[src/rtl/coh_pkg.sv]
package coh_pkg;

    typedef enum logic [2:0] {
        MSG_NONE    = 3'd0,
        MSG_REQ_SH  = 3'd1,
        MSG_REQ_EX  = 3'd2,
        MSG_INV     = 3'd3,
        MSG_INV_ACK = 3'd4,
        MSG_GNT_SH  = 3'd5,
        MSG_GNT_EX  = 3'd6
    } msg_cmd_e;

    typedef enum logic [1:0] {
        SRV_IDLE,
        SRV_SHARED,
        SRV_EXCL
    } srv_state_e;

    typedef enum logic [2:0] {
        ACT_NONE,
        ACT_ACK,
        ACT_GRANT,
        ACT_INV,
        ACT_ACCEPT
    } act_e;

endpackage

[src/rtl/coh_rr_pick.sv]
module coh_rr_pick #(
    parameter int N  = 4,
    localparam int IW = (N > 1) ? $clog2(N) : 1
) (
    input  logic          clk,
    input  logic          rst_n,
    input  logic [N-1:0]  cand_i,
    input  logic          advance_i,
    output logic [N-1:0]  win_o,
    output logic [IW-1:0] win_idx_o
);

    logic [IW-1:0] ptr_q;
    logic          found;

    always_comb begin
        win_o     = '0;
        win_idx_o = '0;
        found     = 1'b0;
        for (int k = 0; k < N; k++) begin
            int pos;
            pos = int'(ptr_q) + k;
            if (pos >= N) pos = pos - N;
            if (!found && cand_i[pos]) begin
                found       = 1'b1;
                win_o[pos]  = 1'b1;
                win_idx_o   = IW'(pos);
            end
        end
    end

    always_ff @(posedge clk) begin
        if (!rst_n) begin
            ptr_q <= '0;
        end else if (advance_i) begin
            ptr_q <= (win_idx_o == IW'(N - 1)) ? '0 : win_idx_o + 1'b1;
        end
    end

endmodule

[src/rtl/coh_gnt_slots.sv]
module coh_gnt_slots
    import coh_pkg::*;
#(
    parameter int N = 4,
    parameter int W = 8
) (
    input  logic           clk,
    input  logic           rst_n,
    input  logic [N-1:0]   load_i,
    input  msg_cmd_e       load_cmd_i,
    input  logic [W-1:0]   load_data_i,
    input  logic [N-1:0]   take_i,
    output logic [N*3-1:0] cmd_o,
    output logic [N*W-1:0] data_o,
    output logic [N-1:0]   empty_o
);

    for (genvar g = 0; g < N; g++) begin : g_slot
        msg_cmd_e     cmd_q;
        logic [W-1:0] data_q;

        always_ff @(posedge clk) begin
            if (!rst_n) begin
                cmd_q  <= MSG_NONE;
                data_q <= '0;
            end else if (load_i[g]) begin
                cmd_q  <= load_cmd_i;
                data_q <= load_data_i;
            end else if (take_i[g]) begin
                cmd_q  <= MSG_NONE;
                data_q <= '0;
            end
        end

        assign cmd_o[g*3 +: 3]  = cmd_q;
        assign data_o[g*W +: W] = data_q;
        assign empty_o[g]       = (cmd_q == MSG_NONE);
    end

endmodule

[src/rtl/coh_home_ctrl.sv]
module coh_home_ctrl
    import coh_pkg::*;
#(
    parameter int          N        = 4,
    parameter int          W        = 8,
    parameter logic [W-1:0] MEM_INIT = 8'h5A,
    localparam int         IW       = (N > 1) ? $clog2(N) : 1
) (
    input  logic           clk,
    input  logic           rst_n,
    input  logic [N*3-1:0] req_cmd_i,
    output logic [N-1:0]   req_take_o,
    output logic [N*3-1:0] gnt_cmd_o,
    output logic [N*W-1:0] gnt_data_o,
    input  logic [N-1:0]   gnt_take_i,
    input  logic [N-1:0]   ack_valid_i,
    input  logic [N*W-1:0] ack_data_i,
    output logic [N-1:0]   ack_take_o
);

    srv_state_e    cur_q, cur_d;
    act_e          act;
    logic [N-1:0]  shr_q, inv_set_q;
    logic          excl_q;
    logic [IW-1:0] owner_q;
    logic [W-1:0]  mem_q;

    msg_cmd_e      req_cmd [N];
    logic [W-1:0]  ack_data [N];
    logic [N-1:0]  req_pend, ack_pend, inv_pend;
    logic [N-1:0]  req_win, ack_win, inv_win;
    logic [IW-1:0] req_idx, ack_idx, inv_idx;
    logic [N-1:0]  gnt_empty;
    logic          busy, gnt_ok, inv_allowed;
    logic [N-1:0]  slot_load;
    msg_cmd_e      slot_cmd;
    logic [W-1:0]  slot_data;

    for (genvar g = 0; g < N; g++) begin : g_unpack
        assign req_cmd[g]  = msg_cmd_e'(req_cmd_i[g*3 +: 3]);
        assign ack_data[g] = ack_data_i[g*W +: W];
        assign req_pend[g] = !busy && (req_cmd[g] == MSG_REQ_SH || req_cmd[g] == MSG_REQ_EX);
    end

    assign busy        = (cur_q != SRV_IDLE);
    assign ack_pend    = busy ? ack_valid_i : '0;
    assign inv_allowed = (cur_q == SRV_EXCL) || (cur_q == SRV_SHARED && excl_q);
    assign inv_pend    = inv_allowed ? (inv_set_q & gnt_empty) : '0;
    assign gnt_ok      = gnt_empty[owner_q] && !excl_q &&
                         ((cur_q == SRV_SHARED) || (cur_q == SRV_EXCL && shr_q == '0));

    // fixed priority among action kinds
    always_comb begin
        if (|ack_pend)       act = ACT_ACK;
        else if (gnt_ok)     act = ACT_GRANT;
        else if (|inv_pend)  act = ACT_INV;
        else if (|req_pend)  act = ACT_ACCEPT;
        else                 act = ACT_NONE;
    end

    coh_rr_pick #(.N(N)) u_ack_arb (
        .clk(clk), .rst_n(rst_n), .cand_i(ack_pend), .advance_i(act == ACT_ACK),
        .win_o(ack_win), .win_idx_o(ack_idx)
    );
    coh_rr_pick #(.N(N)) u_inv_arb (
        .clk(clk), .rst_n(rst_n), .cand_i(inv_pend), .advance_i(act == ACT_INV),
        .win_o(inv_win), .win_idx_o(inv_idx)
    );
    coh_rr_pick #(.N(N)) u_req_arb (
        .clk(clk), .rst_n(rst_n), .cand_i(req_pend), .advance_i(act == ACT_ACCEPT),
        .win_o(req_win), .win_idx_o(req_idx)
    );

    // state register
    always_ff @(posedge clk) begin
        if (!rst_n) cur_q <= SRV_IDLE;
        else        cur_q <= cur_d;
    end

    // next state
    always_comb begin
        cur_d = cur_q;
        unique case (cur_q)
            SRV_IDLE: begin
                if (act == ACT_ACCEPT)
                    cur_d = (req_cmd[req_idx] == MSG_REQ_EX) ? SRV_EXCL : SRV_SHARED;
            end
            SRV_SHARED, SRV_EXCL: begin
                if (act == ACT_GRANT) cur_d = SRV_IDLE;
            end
            default: cur_d = SRV_IDLE;
        endcase
    end

    // outputs and slot loads
    always_comb begin
        req_take_o = (act == ACT_ACCEPT) ? req_win : '0;
        ack_take_o = (act == ACT_ACK)    ? ack_win : '0;
        slot_load  = '0;
        slot_cmd   = MSG_NONE;
        slot_data  = '0;
        unique case (act)
            ACT_GRANT: begin
                slot_load[owner_q] = 1'b1;
                slot_cmd  = (cur_q == SRV_EXCL) ? MSG_GNT_EX : MSG_GNT_SH;
                slot_data = mem_q;
            end
            ACT_INV: begin
                slot_load = inv_win;
                slot_cmd  = MSG_INV;
            end
            default: ;
        endcase
    end

    // directory state
    always_ff @(posedge clk) begin
        if (!rst_n) begin
            shr_q     <= '0;
            inv_set_q <= '0;
            excl_q    <= 1'b0;
            owner_q   <= '0;
            mem_q     <= MEM_INIT;
        end else begin
            unique case (act)
                ACT_ACK: begin
                    shr_q[ack_idx] <= 1'b0;
                    if (excl_q) begin
                        excl_q <= 1'b0;
                        mem_q  <= ack_data[ack_idx];
                    end
                end
                ACT_GRANT: begin
                    shr_q[owner_q] <= 1'b1;
                    if (cur_q == SRV_EXCL) excl_q <= 1'b1;
                end
                ACT_INV:    inv_set_q[inv_idx] <= 1'b0;
                ACT_ACCEPT: begin
                    owner_q   <= req_idx;
                    inv_set_q <= shr_q;
                end
                default: ;
            endcase
        end
    end

    coh_gnt_slots #(.N(N), .W(W)) u_slots (
        .clk(clk), .rst_n(rst_n), .load_i(slot_load), .load_cmd_i(slot_cmd),
        .load_data_i(slot_data), .take_i(gnt_take_i), .cmd_o(gnt_cmd_o),
        .data_o(gnt_data_o), .empty_o(gnt_empty)
    );

endmodule

[config.mk]
export PLATFORM = sky130hd
export DESIGN_NAME = coh_home_ctrl
export DESIGN_NICKNAME = d
export VERILOG_FILES = /design/src/rtl/coh_pkg.sv /design/src/rtl/coh_rr_pick.sv /design/src/rtl/coh_gnt_slots.sv /design/src/rtl/coh_home_ctrl.sv
export SDC_FILE = /design/constraint.sdc
export NUM_CORES = 1
export LEC_CHECK = 0
export BUFFER_PORTS_ARGS = -buffer_cell sky130_fd_sc_hd__buf_2
export CORE_ASPECT_RATIO = 0.5
export CORE_UTILIZATION = 56
export CTS_CLUSTER_DIAMETER = 50
export DETAILED_ROUTE_END_ITERATION = 16
export PLACE_DENSITY = 0.91
export SYNTH_ARGS = -nofsm -noshare
export SYNTH_HDL_FRONTEND = slang
export SYNTH_SLANG_ARGS = --single-unit
[constraint.sdc]
create_clock -name clk -period 3.5 [get_ports clk]
set_clock_uncertainty 0.05 [all_clocks]
set_input_delay 0.35 -clock clk [delete_from_list [all_inputs] [get_ports clk]]
set_output_delay 0.35 -clock clk [all_outputs]
set_load 0.05 [all_outputs]
==> summary.txt, run 1 <==
Storage cell area: 0.001421 mm²
CP bufs+invs: 3
Final Max Tran Viols: 0
R2R Setup Slk: 0.35 ns
Critical path origin: cur_q[1]
Worst Hold Class: primary input to flop
TritonCTS buffer count: 9
leakage power total: 2.756 nW
diode count: 0
area share of the largest cell type after synthesis: 28.88%
wire per inst: 18.11 µm
hold path start: gnt_take_i[0]
critical path peak fanout: 20
wl on met1: 5810 µm
CP top delay family: compound AO/OA/AOI/OAI gates
Slowest cell on crit path: a2111o_1
CP Cell Sequence: inv_1, ha_2, nor2b_1, a2111o_1, a211oi_1, a31oi_1, o21ai_0, buf_4, nand2_1, a21boi_1, buf_2
clock sinks: 71
fmax: 298.0 MHz
Mapped Area: 0.004922 mm²
post-route minimum period: 3.356 ns
die area: 0.009191 mm²
H-tree levels: 3
core box area: 0.008259 mm²
worst r2r dst: u_ack_arb.ptr_q[1]
fillers: 572
top-count cell post-synth: dfxtp_1
unrepaired setup endpoints after global routing: false
nature of the critical path endpoint: output port
Mapped Nets: 642
Multi-input gate area: 0.003283 mm²
peak supply drop: 0.0004639 V
critical path launch point type: flop
Cell variety after synth: 73
DRT Pass-1 Iters: 7
first-pass GRT wire length: 21,300 µm
PwrDens: 688.1 mW/mm²
main flop type after synthesis: dfxtp_1
Synth area leaders: dfxtp_1 29%, ha_1 8.4%, mux2i_1 7.7%
overall die width: 134.6 µm
Tightest Pin Transition: 0.8646 ns
gr ovfl total: 0
root buffer cell: clkbuf_16
Clock Latency Late Sink: 0.33 ns
Final Cycle Share: 95.88%
clk buf depth: 2
overall routed net length: 13,950 µm
setup TNS: 0 ns
Seq cells post-synth: 71
met2 WL post-DR: 6303 µm
die height: 68.30 µm
dpl ws: 0.3759 ns
Util after Layout: 71.08%
Arr. time, crit path: 2.96 ns
launch point of the worst reg-to-reg path: u_ack_arb.ptr_q[0]
Synth Warn #: 0
HPWL Detailed: 9913 µm
Final Hold Fails: 0
Worst-path clk slew: 0.06 ns
initial antenna violation count: 0
PnR worst setup slack: 0.1443 ns
CP Data Required Time: 3.10 ns
number of global-route vias before repair: 4,333
Routed Antenna Nets: 0
vias after detailed routing: 4,834
Gate Count Post-Synth: 555
Area growth syn-to-layout: 19.27%
critical path class: flop to output port
DR top layer: met4
EDFF count, synth: 0
Total GRT Usage: 29.89%
commonest cells in the netlist: 71 x dfxtp_1, 60 x nand2_1, 38 x mux2i_1
post-synthesis sequential area ratio: 28.88%
Nets: 740
Worst Hold Path EP: u_slots.g_slot[0].data_q[5]
reg2reg path depth: 9
CTS tree: built
DR iter-0 viols: 473
gpl congestion: 0.9717
max_cap viols: 0
Worst Hold Path Cells: 3
Final Power: 0.004040 W
Via density: 6.278
Syn Area/Cell: 8.869 µm²
Ports: 106
ys async rst share: 0%
Initial Util: 59.60%
Remaining DRCs: 0
FP Rows: 23
final setup fails: 0
Port Buffers: 105
slowest stage delay, CP: 0.37 ns
wire length on met3: 1455 µm
Slew headroom: 42.24%
share of cells above drive strength 1: 24.47%
Synth area leader: dfxtp_1
outcome: completed
largest net degree at the start of global routing: 44
CTS Hold Bufs: 0
==> how the worst max path moves through the flow <==
stage	to	depth (start not counted)	slack, ns
final	req_take_o[1]	11	0.14
after global routing	req_take_o[2]	11	0.003
after CTS	req_take_o[1]	10	0.15
after detailed placement	req_take_o[1]	11	0.38
after global placement	req_take_o[3]	11	0.42
after floorplan	req_take_o[0]	10	0.04
==> cell type report <==
type	instances	area share, %
multi-input cells	433	55.93
clock buffers	9	3.836
flip-flops and latches	71	24.21
clock inverters	7	1.641
repair buffers	119	10.78
well taps	112	2.387
inverters	19	1.215
==> what timing repair did <==
action	CTS	global route
gates cloned	0	0
endpoints found under the setup margin	2	4
setup buffers	0	0
resized for setup	1	3
==> state kept, by name (all words and copies together), names as in the netlist <==
signal / flops
u_ack_arb.ptr_q: 2
mem_q: 8
cur_q: 2
inv_set_q: 4
u_slots.g_slot.data_q: 32
u_inv_arb.ptr_q: 2
excl_q: 1
owner_q: 2
shr_q: 4
u_req_arb.ptr_q: 2
u_slots.g_slot.cmd_q: 12
==> cell families (layout without fill, tap and decap cells) <==
logic type	after synthesis	after routing	share of synthesized area (%)
buffers and inverters	51	154	4.626
AND/OR/NAND/NOR	183	183	20.95
AO/OA/AOI/OAI	156	156	24.33
multiplexers	52	52	11.24
adder cells (fa/ha/maj)	33	33	8.388
flip-flops	71	71	28.88
XOR/XNOR	9	9	1.601
==> power breakdown <==
| group | switching [W] | leakage, nW | internal, W |
|---|---|---|---|
| clock network | 0.000352 | 0.160 | 0.000626 |
| logic | 0.00129 | 2.02 | 0.000758 |
| registers | 0.000121 | 0.574 | 0.000896 |
| total | 0.00176 | 2.76 | 0.00228 |
==> stage by stage <==
| step | instances | hold slack [ns] | instance area [µm²] |
|---|---|---|---|
| after floorplan | 555 | 0.3936 | 4922 |
| after global placement | 754 | 0.3957 | 5537 |
| after detailed placement | 754 | 0.4017 | 5537 |
| after CTS | 770 | 0.2594 | 5861 |
| after global routing | 770 | 0.2656 | 5871 |
| final | 770 | 0.2710 | 5871 |
==> worst reg2reg max path, cell delays in order (launching register included) <==
cell,delay [ns]
dfxtp_1,0.57
inv_1,0.22
ha_1,0.40
or4_4,0.55
a211oi_4,0.33
o32a_2,0.39
inv_2,0.07
ha_1,0.28
nand2_1,0.05
o211a_1,0.12
==> metal layers <==
| layer | track usage, % | vias to the layer above |
|---|---|---|
| li1 | - | 2274 |
| met1 | 37.27 | 2224 |
| met2 | 50.45 | 292 |
| met3 | 7.704 | 44 |
| met4 | 11.66 | 0 |
| met5 | 0 | - |
==> cell usage in the layout, fill, tap and decap left out, types with 12 or more instances in the layout <==
cell     synthesis  layout
a32o_1          21      21
buf_4            2      14
o21ai_1         14      14
dfxtp_1         71      71
mux2i_1         38      38
nor2b_1         12      12
nor2_1          19      19
nand2_1         60      60
ha_1            33      31
buf_2           11     104
a21oi_1         24      24
inv_1           17      17
nand3_1         19      19
Power figures use the tool's default switching activity.
==> run 2: changes to the inputs <==
--- a/config.mk
+++ b/config.mk
@@ -7,10 +7,10 @@
 export LEC_CHECK = 0
 export BUFFER_PORTS_ARGS = -buffer_cell sky130_fd_sc_hd__buf_2
 export CORE_ASPECT_RATIO = 0.5
-export CORE_UTILIZATION = 56
+export CORE_UTILIZATION = 41
 export CTS_CLUSTER_DIAMETER = 50
 export DETAILED_ROUTE_END_ITERATION = 16
-export PLACE_DENSITY = 0.91
+export PLACE_DENSITY = 0.72
 export SYNTH_ARGS = -nofsm -noshare
 export SYNTH_HDL_FRONTEND = slang
 export SYNTH_SLANG_ARGS = --single-unit
==> run 2 against run 1 <==
Against the previous run: maximum frequency rose by 4.7%; combinational power barely moved; sequential power barely moved; non-clock buffer count rose by 3; largest power group unchanged; largest cell class unchanged; sequential share of layout area fell by 0.35 points.
==> summary.txt, run 2 (synthesized netlist as in run 1, its figures left out) <==
outcome: completed
CP Data Required Time: 3.10 ns
die height: 79.48 µm
diode count: 0
overall die width: 157.0 µm
Routed Antenna Nets: 0
setup TNS: 0 ns
commonest non-fill, non-tap cells in the layout: 105 x buf_2, 71 x dfxtp_1, 60 x nand2_1, 38 x mux2i_1, 32 x ha_1
Initial Util: 43.36%
Sw Ratio: 42.96%
biggest regs: u_slots.g_slot.data_q x32, u_slots.g_slot.cmd_q x12, mem_q x8
leakage power total: 2.768 nW
Placed Instances: 804
Clk pwr share: 23.9%
fmax: 311.9 MHz
clk buf depth: 2
Switching Power: 0.001731 W
share of cells above drive strength 1: 24.39%
TritonCTS buffer count: 9
core box area: 0.01135 mm²
Comb pwr share: 51.0%
first-pass GRT wire length: 21,770 µm
hold path start: gnt_take_i[0]
overall routed net length: 13,760 µm
Cell Count, Final, Fillers Out: 819
gr ovfl total: 0
Final Hold Fails: 0
Biggest register: u_slots.g_slot.data_q
Ports: 106
vias after detailed routing: 4,683
Remaining DRCs: 0
Final Max Tran Viols: 0
Worst Hold Class: primary input to flop
Port Buffers: 105
Final Cycle Share: 91.60%
post-CTS setup buffers: 0
CTS Hold Bufs: 0
sequential power share: 25.1%
H-tree levels: 3
DR iter-0 viols: 279
root buffer cell: clkbuf_16
nature of the critical path endpoint: output port
Nets: 743
Int Pwr: 0.002298 W
DRT Pass-1 Iters: 7
number of global-route vias before repair: 4,210
final setup fails: 0
Total GRT Usage: 22.37%
wire per inst: 16.80 µm
post-route minimum period: 3.206 ns
largest net degree at the start of global routing: 33
gpl congestion: 0.9494
unrepaired setup endpoints after global routing: false
Arr. time, crit path: 2.81 ns
dpl ws: 0.3294 ns
FP Rows: 27
Critical path origin: cur_q[0]
die area: 0.01247 mm²
critical path class: flop to output port
Clock Latency Late Sink: 0.33 ns
Area growth syn-to-layout: 21.00%
most common cell after layout, fill and taps aside: buf_2
Via density: 5.718
PwrDens: 676.5 mW/mm²
initial antenna violation count: 0
HPWL Detailed: 10,440 µm
max reg flops: 32
Tightest Pin Transition: 0.7339 ns
CTS resizes: 1
launch point of the worst reg-to-reg path: u_ack_arb.ptr_q[0]
Worst-path clk slew: 0.05 ns
clock sinks: 71
Slew headroom: 50.97%
PnR worst setup slack: 0.2939 ns
critical path peak fanout: 20
peak supply drop: 0.0003582 V
max_cap viols: 0
CTS tree: built
critical path launch point type: flop
==> run 2: cell count changes in the layout (fill, tap and decap cells not counted), sizes merged <==
cell / delta
inv: -1
clkinv: -2
buf: +4
clkbuf: +1
==> run 2: worst paths after layout <==
kind	end	slack, ns	cells after the start
setup / recovery	req_take_o[3]	0.29	10
hold / removal	u_slots.g_slot[0].data_q[5]	0.27	3
setup reg to reg	u_ack_arb.ptr_q[1]	0.38	9
hold reg to reg	u_slots.g_slot[1].data_q[4]	0.41	1
==> run 2: power groups by stage <==
stage | logic (W) | clock network (W) | registers (W)
finish | 0.00205 | 0.000965 | 0.00101
floorplan | 0.00145 | 0 | 0.00111
detailed placement | 0.00199 | 0 | 0.00102
global placement | 0.00197 | 0 | 0.00102
CTS | 0.00201 | 0.000982 | 0.00101
global route | 0.00223 | 0.00101 | 0.00102
==> run 2: layer usage <==
metal | GRT usage [%] | wire (µm) | up-vias
met4 | 5.686 | 107 | 0
li1 | - | - | 2284
met1 | 30.62 | 6372 | 2213
met5 | 0 | 0 | -
met3 | 5.375 | 1087 | 13
met2 | 35.07 | 6192 | 173
==> run 2: stage by stage <==
stage	total power [W]	area [µm²]	hold slack, ns	utilization, %
CTS	0.003995	5931	0.2590	52.25
floorplan	0.002563	4922	0.3936	-
finish	0.004029	5956	0.2720	52.47
global route	0.004267	5956	0.2820	52.47
detailed placement	0.003014	5618	0.4002	49.49
global placement	0.002993	5618	0.3978	49.49
==> run 2: critical path: stages (launching register included) <==
cell      delay [ns]
dfxtp_1         0.35
inv_1           0.09
ha_4            0.23
nor2b_1         0.20
nand2_1         0.13
o21ai_0         0.14
or4_1           0.55
o21ai_1         0.20
nand2_1         0.09
a21boi_1        0.19
buf_2           0.29
==> run 2: layout make-up <==
cell class / instances / area (µm²)
sequential: 71 / 1421
timing repair buffer: 122 / 653.1
multi-input combinational: 433 / 3298
clock buffer: 11 / 242.7
tap: 159 / 198.9
clock inverter: 4 / 70.07
inverter: 19 / 71.32
fill: 1103 / 5395
==> run 3: changes to the inputs <==
==> constraint.sdc (replaced) <==
create_clock -name clk -period 3.5 [get_ports clk]
set_clock_uncertainty 0.05 [all_clocks]
set_input_delay 0.35 -clock clk [delete_from_list [all_inputs] [get_ports clk]]
set_output_delay 0.35 -clock clk [all_outputs]
set_load 0.1 [all_outputs]
==> run 3 against run 2 <==
Against the previous run: wire length increased by 1.9%; clock power grew 9.8%; core utilization increased by 1.0 points; via count grew 3.0%; global-route usage rose by 0.33 points; first-iteration DRC count is 37% higher; sequential cell count stayed put; non-clock buffer count decreased by 2; design area up 1.9%; sequential share of layout area is 0.45 points lower; power is 12% higher; setup slack got worse by 0.18 ns; critical endpoint is now ack_take_o[3]; largest power group unchanged; highest routed layer unchanged.
==> summary.txt, run 3 (synthesized netlist as in run 1, its figures left out) <==
outcome: completed
Clock Latency Late Sink: 0.34 ns
Ports: 106
die area: 0.01247 mm²
sequential power share: 22.6%
Final Max Tran Viols: 0
max reg flops: 32
Area growth syn-to-layout: 23.31%
vias after detailed routing: 4,824
PnR worst setup slack: 0.1099 ns
PwrDens: 744.4 mW/mm²
Total GRT Usage: 22.69%
Remaining DRCs: 0
fillers: 1,053
diode count: 0
Sw Ratio: 45.79%
CTS Hold Bufs: 0
critical path class: flop to output port
Slowest cell on crit path: dfxtp_1
CP bufs+invs: 2
CP Data Required Time: 3.10 ns
Port Buffers: 105
slowest stage delay, CP: 0.58 ns
most common cell after layout, fill and taps aside: buf_2
Slew headroom: 44.58%
clk buf depth: 2
CP top delay family: simple AND/OR/NAND/NOR gates
largest net degree at the start of global routing: 30
root buffer cell: clkbuf_16
dpl ws: 0.3641 ns
Cell Count, Final, Fillers Out: 818
peak supply drop: 0.0004634 V
max_cap viols: 0
Tightest Pin Transition: 0.8296 ns
commonest non-fill, non-tap cells in the layout: 97 x buf_2, 71 x dfxtp_1, 60 x nand2_1, 38 x mux2i_1, 32 x ha_1
fmax: 295.0 MHz
number of global-route vias before repair: 4,357
first-pass GRT wire length: 22,220 µm
initial antenna violation count: 0
nature of the critical path endpoint: output port
Final Cycle Share: 96.86%
unrepaired setup endpoints after global routing: false
CTS tree: built
DRT Pass-1 Iters: 7
CP Cell Sequence: inv_1, ha_1, or4_4, a211oi_4, nand2_1, nand2_1, clkbuf_4
H-tree levels: 3
gr ovfl total: 0
Placed Instances: 802
Comb pwr share: 54.0%
Util after Layout: 53.47%
Switching Power: 0.002069 W
leakage power total: 2.797 nW
Via density: 5.897
DR iter-0 viols: 381
Multi-input gate area: 0.003324 mm²
die height: 79.48 µm
biggest regs: u_slots.g_slot.data_q x32, u_slots.g_slot.cmd_q x12, mem_q x8
clock sinks: 71
Routed Antenna Nets: 0
Initial Util: 43.36%
Nets: 741
share of cells above drive strength 1: 24.89%
Final Hold Fails: 0
Worst Hold Class: primary input to flop
Int Pwr: 0.002449 W
Arr. time, crit path: 2.99 ns
gpl congestion: 0.9242
overall die width: 157.0 µm
HPWL Detailed: 10,490 µm
Worst-path clk slew: 0.06 ns
Biggest register: u_slots.g_slot.data_q
crit-path most repeated cell: nand2_1
wire per inst: 17.14 µm
FP Rows: 27
critical path peak fanout: 9
Final Power: 0.004518 W
final setup fails: 0
post-route minimum period: 3.390 ns
Storage cell area: 0.001421 mm²
critical path launch point type: flop
setup TNS: 0 ns
core box area: 0.01135 mm²
overall routed net length: 14,020 µm
Clk pwr share: 23.5%
TritonCTS buffer count: 9
-- run 3: area by class of cell --
type                            count  area share [%]
Multi-Input combinational cell    433           54.77
Sequential cell                    71           23.42
Timing Repair Buffer              120           11.67
Clock buffer                       10           3.772
Tap cell                          159           3.278
Clock inverter                      6           1.917
Inverter                           19           1.175
-- run 3: routing by layer --
layer | vias to the layer above | share of wire [%] | track usage, % | routed length [µm]
met5 | - | 0 | 0 | 0
met4 | 0 | 1.9 | 7.941 | 260
met3 | 26 | 9.1 | 4.940 | 1270
met2 | 252 | 44 | 35.64 | 6158
met1 | 2267 | 45 | 30.60 | 6331
li1 | 2279 | - | - | -
-- run 3: worst register-to-register path, cell delays in order, from the launching register on --
cell and delay, ns:
dfxtp_1 0.58, inv_1 0.23, ha_1 0.41, or4_4 0.55
a211oi_4 0.35, o32a_2 0.39, inv_2 0.08, ha_1 0.28
nand2_1 0.04, o211a_1 0.12
-- run 3: worst paths after layout --
| check | startpoint | to | slack [ns] | cells after the start |
|---|---|---|---|---|
| hold reg to reg | u_slots.g_slot[0].data_q[3] | u_slots.g_slot[0].data_q[3] | 0.42 | 1 |
| setup reg to reg | u_ack_arb.ptr_q[0] | u_ack_arb.ptr_q[1] | 0.31 | 9 |
| hold / removal | gnt_take_i[0] | u_slots.g_slot[0].data_q[5] | 0.25 | 3 |
| setup / recovery | u_ack_arb.ptr_q[0] | ack_take_o[3] | 0.11 | 7 |
-- run 3: through the flow --
stage | cell area (µm²) | hold slack (ns)
2_1_floorplan | 4967 | 0.3936
3_3_place_gp | 5708 | 0.3934
3_5_place_dp | 5708 | 0.4043
5_1_grt | 6070 | 0.2785
6_report | 6070 | 0.2519
4_1_cts | 6053 | 0.2432
-- run 3: what timing repair did --
action,CTS,global route
setup buffers,0,0
resized for setup,0,7
endpoints found under the setup margin,0,8
-- run 3: power by group through the flow --
stage / sequential, W / combinational [W] / clock (W)
floorplan: 0.00125 / 0.00165 / 0
global route: 0.00103 / 0.00260 / 0.00111
detailed placement: 0.00103 / 0.00239 / 0
global placement: 0.00102 / 0.00239 / 0
CTS: 0.00101 / 0.00241 / 0.00108
finish: 0.00102 / 0.00244 / 0.00106
